**src/rtl/mbm_pkg.sv**
```systemverilog
package mbm_pkg;

  localparam int ADDR_W = 16;
  localparam int DATA_W = 16;
  localparam int LANES  = DATA_W / 8;

  typedef enum logic [1:0] {
    MD_SPLIT   = 2'b00,
    MD_LOWMUX  = 2'b01,
    MD_FULL8   = 2'b10,
    MD_FULL16  = 2'b11
  } mode_e;

  typedef enum logic [2:0] {
    PH_IDLE    = 3'd0,
    PH_LL      = 3'd1,
    PH_LL_HOLD = 3'd2,
    PH_LH      = 3'd3,
    PH_LH_HOLD = 3'd4,
    PH_STRB    = 3'd5
  } phase_e;

  typedef struct packed {
    mode_e              mode;
    logic [ADDR_W-1:0]  addr;
    logic [DATA_W-1:0]  wdata;
    logic               write;
    logic               wide;
    logic               cs1;
    logic               cs2;
  } xfer_t;

endpackage

```
**src/rtl/mbm_seq.sv**
```systemverilog
module mbm_seq
  import mbm_pkg::*;
#(
  parameter int STROBE_CLKS = 2
) (
  input  logic   clk,
  input  logic   rst,
  input  logic   req,
  input  xfer_t  xfer_in,
  output phase_e phase_d,
  output xfer_t  xfer_d,
  output logic   last_strb,
  output logic   busy,
  output logic   cur_write,
  output logic   cur_wide
);

  localparam int CNT_W = (STROBE_CLKS > 1) ? $clog2(STROBE_CLKS) : 1;
  localparam logic [CNT_W-1:0] CNT_LAST = CNT_W'(STROBE_CLKS - 1);

  phase_e            phase_q;
  xfer_t             xfer_q;
  logic [CNT_W-1:0]  cnt_q, cnt_d;

  assign last_strb = (phase_q == PH_STRB) && (cnt_q == CNT_LAST);
  assign busy      = (phase_q != PH_IDLE);
  assign cur_write = xfer_q.write;
  assign cur_wide  = xfer_q.wide;

  always_comb begin
    phase_d = phase_q;
    xfer_d  = xfer_q;
    cnt_d   = '0;
    case (phase_q)
      PH_IDLE: begin
        if (req) begin
          xfer_d  = xfer_in;
          phase_d = (xfer_in.mode == MD_SPLIT) ? PH_STRB : PH_LL;
        end
      end
      PH_LL:      phase_d = PH_LL_HOLD;
      PH_LL_HOLD: phase_d = (xfer_q.mode == MD_FULL8) ? PH_LH : PH_STRB;
      PH_LH:      phase_d = PH_LH_HOLD;
      PH_LH_HOLD: phase_d = PH_STRB;
      PH_STRB: begin
        if (cnt_q == CNT_LAST) phase_d = PH_IDLE;
        else                   cnt_d   = cnt_q + 1'b1;
      end
      default:    phase_d = PH_IDLE;
    endcase
  end

  always_ff @(posedge clk) begin
    if (rst) begin
      phase_q <= PH_IDLE;
      xfer_q  <= '0;
      cnt_q   <= '0;
    end else begin
      phase_q <= phase_d;
      xfer_q  <= xfer_d;
      cnt_q   <= cnt_d;
    end
  end

endmodule

```
**src/rtl/mbm_pins.sv**
```systemverilog
module mbm_pins
  import mbm_pkg::*;
(
  input  logic               clk,
  input  logic               rst,
  input  phase_e             phase_d,
  input  xfer_t              xfer_d,
  output logic [ADDR_W-1:0]  pin_addr,
  output logic [DATA_W-1:0]  pin_data_o,
  output logic [LANES-1:0]   pin_data_oe,
  output logic               pin_rd,
  output logic               pin_wr
);

  logic [ADDR_W-1:0] eff_addr;
  logic [ADDR_W-1:0] addr_n;
  logic [DATA_W-1:0] data_n;
  logic [LANES-1:0]  oe_n;
  logic              rd_n, wr_n;
  logic              full_mode, in_ll, in_lh, active;

  assign full_mode = (xfer_d.mode == MD_FULL8) || (xfer_d.mode == MD_FULL16);
  assign in_ll     = (phase_d == PH_LL);
  assign in_lh     = (phase_d == PH_LH);
  assign active    = (phase_d != PH_IDLE);

  // Address as it travels over the data pins in the full modes.
  always_comb begin
    eff_addr = xfer_d.addr;
    if (full_mode && xfer_d.cs1) eff_addr[14] = 1'b0;
    if (full_mode && xfer_d.cs2) eff_addr[15] = 1'b0;
  end

  always_comb begin
    addr_n = '0;
    data_n = '0;
    oe_n   = '0;
    rd_n   = 1'b0;
    wr_n   = 1'b0;
    if (active) begin
      case (xfer_d.mode)
        MD_SPLIT:  addr_n = xfer_d.addr;
        MD_LOWMUX: begin
          addr_n[15:8] = xfer_d.addr[15:8];
          addr_n[0]    = in_ll;
        end
        MD_FULL8: begin
          addr_n[0] = in_ll;
          addr_n[1] = in_lh;
        end
        default: begin
          addr_n[0] = in_ll;
          addr_n[1] = in_ll;
        end
      endcase
      if (!full_mode) begin
        addr_n[14] = xfer_d.cs1 ? 1'b1 : xfer_d.addr[14];
        addr_n[15] = xfer_d.cs2 ? 1'b1 : xfer_d.addr[15];
      end else begin
        addr_n[14] = xfer_d.cs1;
        addr_n[15] = xfer_d.cs2;
      end

      case (phase_d)
        PH_LL, PH_LL_HOLD: begin
          if (xfer_d.mode == MD_FULL16) begin
            data_n = eff_addr;
            oe_n   = '1;
          end else begin
            data_n[7:0] = eff_addr[7:0];
            oe_n[0]     = 1'b1;
          end
        end
        PH_LH, PH_LH_HOLD: begin
          data_n[7:0] = eff_addr[15:8];
          oe_n[0]     = 1'b1;
        end
        PH_STRB: begin
          rd_n = !xfer_d.write;
          wr_n = xfer_d.write;
          if (xfer_d.write) begin
            data_n[7:0] = xfer_d.wdata[7:0];
            oe_n[0]     = 1'b1;
            if (xfer_d.wide) begin
              data_n[15:8] = xfer_d.wdata[15:8];
              oe_n[1]      = 1'b1;
            end
          end
        end
        default: ;
      endcase
    end
  end

  always_ff @(posedge clk) begin
    if (rst) begin
      pin_addr <= '0;
      pin_rd   <= 1'b0;
      pin_wr   <= 1'b0;
    end else begin
      pin_addr <= addr_n;
      pin_rd   <= rd_n;
      pin_wr   <= wr_n;
    end
  end

  for (genvar l = 0; l < LANES; l++) begin : g_lane
    logic [7:0] lane_q;
    logic       lane_oe_q;
    always_ff @(posedge clk) begin
      if (rst) begin
        lane_q    <= '0;
        lane_oe_q <= 1'b0;
      end else begin
        lane_q    <= data_n[l*8 +: 8];
        lane_oe_q <= oe_n[l];
      end
    end
    assign pin_data_o[l*8 +: 8] = lane_q;
    assign pin_data_oe[l]       = lane_oe_q;
  end

endmodule

```
**src/rtl/mbm_rdcap.sv**
```systemverilog
module mbm_rdcap
  import mbm_pkg::*;
(
  input  logic              clk,
  input  logic              rst,
  input  logic              last_strb,
  input  logic              cur_write,
  input  logic              cur_wide,
  input  logic [DATA_W-1:0] pin_data_i,
  output logic              ack,
  output logic [DATA_W-1:0] rd_data
);

  always_ff @(posedge clk) begin
    if (rst) begin
      ack     <= 1'b0;
      rd_data <= '0;
    end else begin
      ack <= last_strb;
      if (last_strb && !cur_write)
        rd_data <= cur_wide ? pin_data_i : {8'h00, pin_data_i[7:0]};
    end
  end

endmodule

```
**src/rtl/muxbus_master.sv**
```systemverilog
module muxbus_master
  import mbm_pkg::*;
#(
  parameter int STROBE_CLKS = 2
) (
  input  logic              clk,
  input  logic              rst,
  input  logic [1:0]        mode,
  input  logic              req,
  input  logic [ADDR_W-1:0] req_addr,
  input  logic [DATA_W-1:0] req_wdata,
  input  logic              req_write,
  input  logic              req_wide,
  input  logic              req_cs1_en,
  input  logic              req_cs2_en,
  output logic              busy,
  output logic              ack,
  output logic [DATA_W-1:0] rd_data,
  output logic [ADDR_W-1:0] pin_addr,
  output logic [DATA_W-1:0] pin_data_o,
  output logic [LANES-1:0]  pin_data_oe,
  input  logic [DATA_W-1:0] pin_data_i,
  output logic              pin_rd,
  output logic              pin_wr
);

  xfer_t  xfer_in, xfer_d;
  phase_e phase_d;
  logic   last_strb, cur_write, cur_wide;

  always_comb begin
    xfer_in.mode  = mode_e'(mode);
    xfer_in.addr  = req_addr;
    xfer_in.wdata = req_wdata;
    xfer_in.write = req_write;
    xfer_in.wide  = req_wide;
    xfer_in.cs1   = req_cs1_en;
    xfer_in.cs2   = req_cs2_en;
  end

  mbm_seq #(.STROBE_CLKS(STROBE_CLKS)) seq_i (
    .clk       (clk),
    .rst       (rst),
    .req       (req),
    .xfer_in   (xfer_in),
    .phase_d   (phase_d),
    .xfer_d    (xfer_d),
    .last_strb (last_strb),
    .busy      (busy),
    .cur_write (cur_write),
    .cur_wide  (cur_wide)
  );

  mbm_pins pins_i (
    .clk         (clk),
    .rst         (rst),
    .phase_d     (phase_d),
    .xfer_d      (xfer_d),
    .pin_addr    (pin_addr),
    .pin_data_o  (pin_data_o),
    .pin_data_oe (pin_data_oe),
    .pin_rd      (pin_rd),
    .pin_wr      (pin_wr)
  );

  mbm_rdcap rdcap_i (
    .clk        (clk),
    .rst        (rst),
    .last_strb  (last_strb),
    .cur_write  (cur_write),
    .cur_wide   (cur_wide),
    .pin_data_i (pin_data_i),
    .ack        (ack),
    .rd_data    (rd_data)
  );

endmodule

```
**config.mk**
```make
export PLATFORM = sky130hd
export DESIGN_NAME = muxbus_master
export DESIGN_NICKNAME = d
export VERILOG_FILES = /design/src/rtl/mbm_pkg.sv /design/src/rtl/mbm_seq.sv /design/src/rtl/mbm_pins.sv /design/src/rtl/mbm_rdcap.sv /design/src/rtl/muxbus_master.sv
export SDC_FILE = /design/constraint.sdc
export NUM_CORES = 1
export LEC_CHECK = 0
export ABC_CLOCK_PERIOD_IN_PS = 3100
export BUFFER_PORTS_ARGS = -buffer_cell sky130_fd_sc_hd__buf_4
export CAP_MARGIN = 10
export CORE_ASPECT_RATIO = 0.7
export CORE_UTILIZATION = 54
export CTS_CLUSTER_SIZE = 24
export DETAILED_ROUTE_END_ITERATION = 6
export PLACE_DENSITY = 0.84
export SLEW_MARGIN = 20
export SYNTH_ARGS = -nofsm -noshare
export SYNTH_HDL_FRONTEND = slang
export SYNTH_SLANG_ARGS = --single-unit
```
**constraint.sdc**
```tcl
create_clock -name clk -period 3.1 [get_ports clk]
set_input_delay 0.62 -clock clk [delete_from_list [all_inputs] [get_ports clk]]
set_output_delay 0.62 -clock clk [all_outputs]
set_load 0.05 [all_outputs]
```
Word level (Yosys, flattened, before mapping) --
Index checks and enable logic that the tools add are counted.
Word-level totals: register bits 95, logic and storage cells 86
Operators by class: add/subtract/negate cells 1, equal/unequal tests 14, multiplexer cells 25, bitwise operators 5, reduce and logical (&&, ||, !) cells 21
Operator list (count):
- $mux 38 | 2
- $mux 16 | 2
- $pmux 8 s3 | 1
- $pmux 3 s6 | 1
- $mux 8 | 2
- $pmux 8 s2 | 1
- $eq 3x2->1 const B | 4
- $eq 3x3->1 const B | 4
- $mux 3 | 4
- $reduce_or 3->1 | 4
- $reduce_or 2->1 | 4
- $mux 1 | 7
- $eq 2x2->1 const B | 3
- $eq 3x1->1 const B | 2
- $reduce_bool 3->1 | 2
- $not 1->1 | 5
- $logic_and 1x1->1 | 4
- $logic_not 2->1 | 2
- $mux 2 | 2
- $pmux 1 s2 | 2
- $reduce_or 4->1 | 1
- $logic_not 3->1 | 1
- $pmux 1 s3 | 1
- $eq 2x1->1 const B | 1
- 3 further kinds | 4

Logic depth before layout (Yosys ltp) --
depth after elaboration 8, gate-level depth with buffers 6

Modules after synthesis --
From an unflattened synthesis, not the netlist that was laid out.
Unflattened totals: cells, all modules 390, area total of the unflattened synthesis 3985.1 µm²
By module, submodules not included:
- mbm_seq | times used 1, cells each 148, area an instance 1752.9 µm²
- mbm_pins | times used 1, cells each 167, area an instance 1589.0 µm²
- mbm_rdcap | times used 1, cells each 75, area an instance 643.1 µm²

Worst setup path after synthesis --
Ideal clock, no wire load.
path type input port to flip-flop, from in req, to reg pins_i.g_lane[0].lane_q[5], arrival 1.954 ns, data required time 2.985 ns, setup slack 1.031 ns, stages 6, cell sequence nor4b_4 buf_4 buf_4 mux2i_1 o22ai_1 o21a_1
On the way: cells in the longest elaborated chain, start to end 5, elaborated cells on any way between the ends 16, classes of those cells 5 x eq/ne; 6 x mux; 1 x bitwise; 4 x reduce/logical
RTL lines:
- from (decl) | RTL line muxbus_master.sv:9 | input logic req,
- $mux 3 | RTL line mbm_seq.sv:36 | if (req) begin
- $pmux 3 s6 | RTL line mbm_seq.sv:34 | case (phase_q)
- $eq 3x3->1, or another cell as far along | RTL line mbm_pins.sv:64 | case (phase_d)
- $reduce_or 2->1 / $not 1->1 (equally long branches)
- $pmux 8 s3 / $reduce_or 2->1 (equally long branches)
- to (signal assigned) | RTL line mbm_pins.sv:115 | lane_q <= data_n[l*8 +: 8];
- to (decl) | RTL line mbm_pins.sv:108 | logic [7:0] lane_q;
Parallel ways exist; a longest one is shown, timed or not. A chain may end at the register's enable or synchronous reset.

Worst setup path after layout --
from reg seq_i.phase_q[0], to reg pins_i.g_lane[0].lane_q[5]
On the way: cells in the longest elaborated chain, start to end 5, elaborated cells on any way between the ends 22, classes of those cells 10 x eq/ne; 6 x mux; 1 x bitwise; 5 x reduce/logical
RTL lines:
- from (decl) | RTL line mbm_seq.sv:21 | phase_e phase_q;
- from (signal assigned) | RTL line mbm_seq.sv:59 | phase_q <= phase_d;
- $eq 3x3->1, or another cell as far along | RTL line mbm_seq.sv:34
- $pmux 3 s6 | RTL line mbm_seq.sv:34
- $eq 3x3->1, or another cell as far along | RTL line mbm_pins.sv:64
- $reduce_or 2->1 / $not 1->1 (equally long branches)
- $pmux 8 s3 / $reduce_or 2->1 (equally long branches)
Parallel ways exist; a longest one is shown, timed or not.

==> results.md <==
* M2 GR Usage at 0.391
* Worst Hold Endpoint: rdcap_i.rd_data[15]
* Worst stage delay on the critical path at 570 ps
* Core Region at 0.00628 mm^2
* Final net count at 523
* Drt drc at 0
* Syn Nets at 421
* Pre-CTS setup slack at 667 ps
* Post-synthesis cell type count at 40
* Final number of hold-violating endpoints at 0
* Worst-case clock buffer depth at 2
* LEAKAGE at 0.00196 uW
* Via-to-Cell Ratio at 5.34
* Hold crit path type: reg2reg
* Register Area at 0.00190 mm^2
* CP required at 3360 ps
* Max Fclk at 424 MHz
* Worst R2R Start: seq_i.phase_q[0]
* Die Area at 0.00686 mm^2
* Sink Count at 95
* CTS clk-pin slew, worst paths at 90 ps
* Max Cap Viol at 0
* Min cycle time layout at 2360 ps
* Hold depth at 2
* Unrepaired setup endpoints after global routing: false
* R2R Setup Slk at 740 ps
* Cell Chain, Critical Path: nor4b_4, buf_12, mux2i_1, o22ai_1, o21a_1
* Post-CTS Hold Buffers at 0
* Detailed Route WL at 8.70 mm
* Register area share after synthesis at 0.539
* CP max FO at 39
* Ports at 111
* HPWL Detailed at 6.19 mm
* Fillers at 468
* Worst-margin pin slew at 650 ps
* Root Buffer: clkbuf_8
* Post-synth ARST share at 0
* Busiest layer in global routing: met2
* Initial antenna violation count at 0
* Synthesized cell area at 0.00353 mm^2
* Antenna viol nets, final at 0
* Worst R2R End: pins_i.g_lane[0].lane_q[5]
* Via Count at 2,931
* TritonCTS Buffers at 9
* Post_cts resized at 0
* GR Util met3 at 0.0766
* Status: finished clean
* Final worst slack at 744 ps
* Number of port buffers at 110
* First-pass GRT wire length at 13.9 mm
* Final Setup Violations at 0
* Syn Inst Count at 364
* Largest net degree at the start of global routing at 61
* Crit path kind: reg2reg
* GRT Total Usage at 0.262
* Worst IR Drop VDD at 0.367 mV
* Hold_sp: rdcap_i.rd_data[15]
* Yosys warning total at 0
* Clk Latency, worst-skew pair at 360 ps
* Layout cell share with drive strength beyond 1 at 0.287
* Top_reg_cell synth: dfxtp_1
* Setup TNS at 0 ps
* Placer congestion estimate at 0.863
* Worst r2r path cells at 5
* Pins Over Slew Limit at 0
* Starting Density at 0.562
* Pre-antenna DRT Iters at 4
* Area growth syn-to-layout at 30.0%
* Multi-input combinational cell area at 0.00151 mm^2
* Routed wire per std cell at 15.9 um
* Slew headroom at 0.555
* Die width at 98.6 um
* Period utilisation layout at 0.760
* Mapped Avg Cell Area at 9.69 um^2
* CP Launch Type: flip-flop
* Clock Skew at 12.9 ps
* CP endpoint kind: flip-flop
* Setup Buffers After CTS at 0
* Gr ovfl total at 0
* Inserted Diodes at 0
* Initial DRC Count at 153
* Pwr dens at 617 mW/mm^2
* WP buf/inv at 1
* CTS tree: yes
* Die height at 69.6 um
* Row count at 24
* Slowest CP cell: nor4b_4
* CTS H-tree depth at 3
* Vias in the first global route at 2,878
* Post-synth EDFFs at 0
* Top Family by Delay on Critical Path: simple AND/OR/NAND/NOR gates
* #FFs+latches synth at 95
* Met1 Use GR at 0.362
* Critical Path AT at 2620 ps
[layout by cell type (no fill, tap or decap), types with 8 or more instances in the layout]
cell	n
mux2i_1	37
a21oi_1	22
nand3_1	13
o21a_1	9
dfxtp_1	95
buf_4	111
nor2_1	71
clkbuf_8	9
o22ai_1	8
o22a_1	8
nand2_1	33
[area by class of cell]
cell class                 instances  share of cell area
sequential                        95               0.415
multi-input combinational        246               0.330
timing repair buffer             112               0.186
clock buffer                      11              0.0287
tap                               78              0.0213
clock inverter                     5              0.0177
inverter                           2             0.00164
[synthesized netlist by cell type, drive strengths merged (3+ instances only)]
| cell | n | area, um^2 |
|---|---|---|
| a21oi | 22 | 110 |
| and2 | 3 | 18.8 |
| and3 | 4 | 25.0 |
| buf | 10 | 65.1 |
| clkbuf | 11 | 41.3 |
| dfxtp | 95 | 1900 |
| mux2i | 37 | 370 |
| nand2 | 33 | 124 |
| nand2b | 5 | 31.3 |
| nand3 | 13 | 65.1 |
| nor2 | 71 | 267 |
| nor2b | 3 | 18.8 |
| nor3 | 4 | 20.0 |
| o21a | 9 | 67.6 |
| o22a | 8 | 70.1 |
| o22ai | 8 | 50.1 |
[worst max-delay path by stage]
| stage | from | to | cells past startpoint |
|---|---|---|---|
| detailed placement | req | pins_i.g_lane[0].lane_q[5] | 6 |
| global route | seq_i.phase_q[2] | pins_i.pin_addr[3] | 5 |
| floorplan | req | pins_i.g_lane[0].lane_q[5] | 6 |
| global placement | req | pins_i.g_lane[0].lane_q[3] | 6 |
| finish | seq_i.phase_q[0] | pins_i.g_lane[0].lane_q[5] | 5 |
| CTS | seq_i.phase_q[0] | pins_i.g_lane[0].lane_q[5] | 5 |
[per-layer routing]
| layer | up-vias | routed length, um |
|---|---|---|
| met2 | 118 | 3960 |
| li1 | 1452 | - |
| met3 | 16 | 678 |
| met5 | - | 0 |
| met1 | 1345 | 3970 |
| met4 | 0 | 100 |
[worst reg2reg max path, stage by stage, from the launching register on]
cell     delay (ps)
dfxtp_1         490
nor4b_4         570
buf_12          330
mux2i_1         450
o22ai_1         200
o21a_1          220
[where the power goes]
group          internal (uW)  total (uW)  switching, uW  leakage [uW]
sequential              1300        1350           50.3      0.000774
combinational            223         600            377       0.00109
clock                    457         875            419      0.000104
total                   1980        2830            846       0.00196
[state kept, by name, indices dropped and copies added (netlist names)]
| register | cells |
|---|---|
| pins_i.pin_addr | 16 |
| pins_i.g_lane.lane_oe_q | 2 |
| seq_i.phase_q | 3 |
| rdcap_i.rd_data | 16 |
| seq_i.xfer_q | 36 |
| pins_i.g_lane.lane_q | 16 |
| pins_i.pin_rd | 1 |
| pins_i.pin_wr | 1 |
| seq_i.cnt_q | 1 |
| seq_i.cur_write | 1 |
| rdcap_i.ack | 1 |
| seq_i.cur_wide | 1 |
[through the flow]
stage / std cells / hold slack [ps] / area, um^2 / total power, uW / util
after floorplan: 364 / 456 / 3530 / 1790 / -
after global placement: 533 / 440 / 4370 / 1960 / 0.696
after detailed placement: 533 / 445 / 4370 / 1970 / 0.696
after CTS: 549 / 456 / 4580 / 2830 / 0.730
after global routing: 549 / 482 / 4580 / 2940 / 0.730
final: 549 / 456 / 4580 / 2830 / 0.730
[logic make-up after synthesis]
kind of cell	after synthesis	share of synthesized area
AO/OA/AOI/OAI	62	0.132
buffers and inverters	23	0.0323
flip-flops	95	0.539
multiplexers	39	0.111
AND/OR/NAND/NOR	145	0.185
Power figures use the tool's default switching activity.
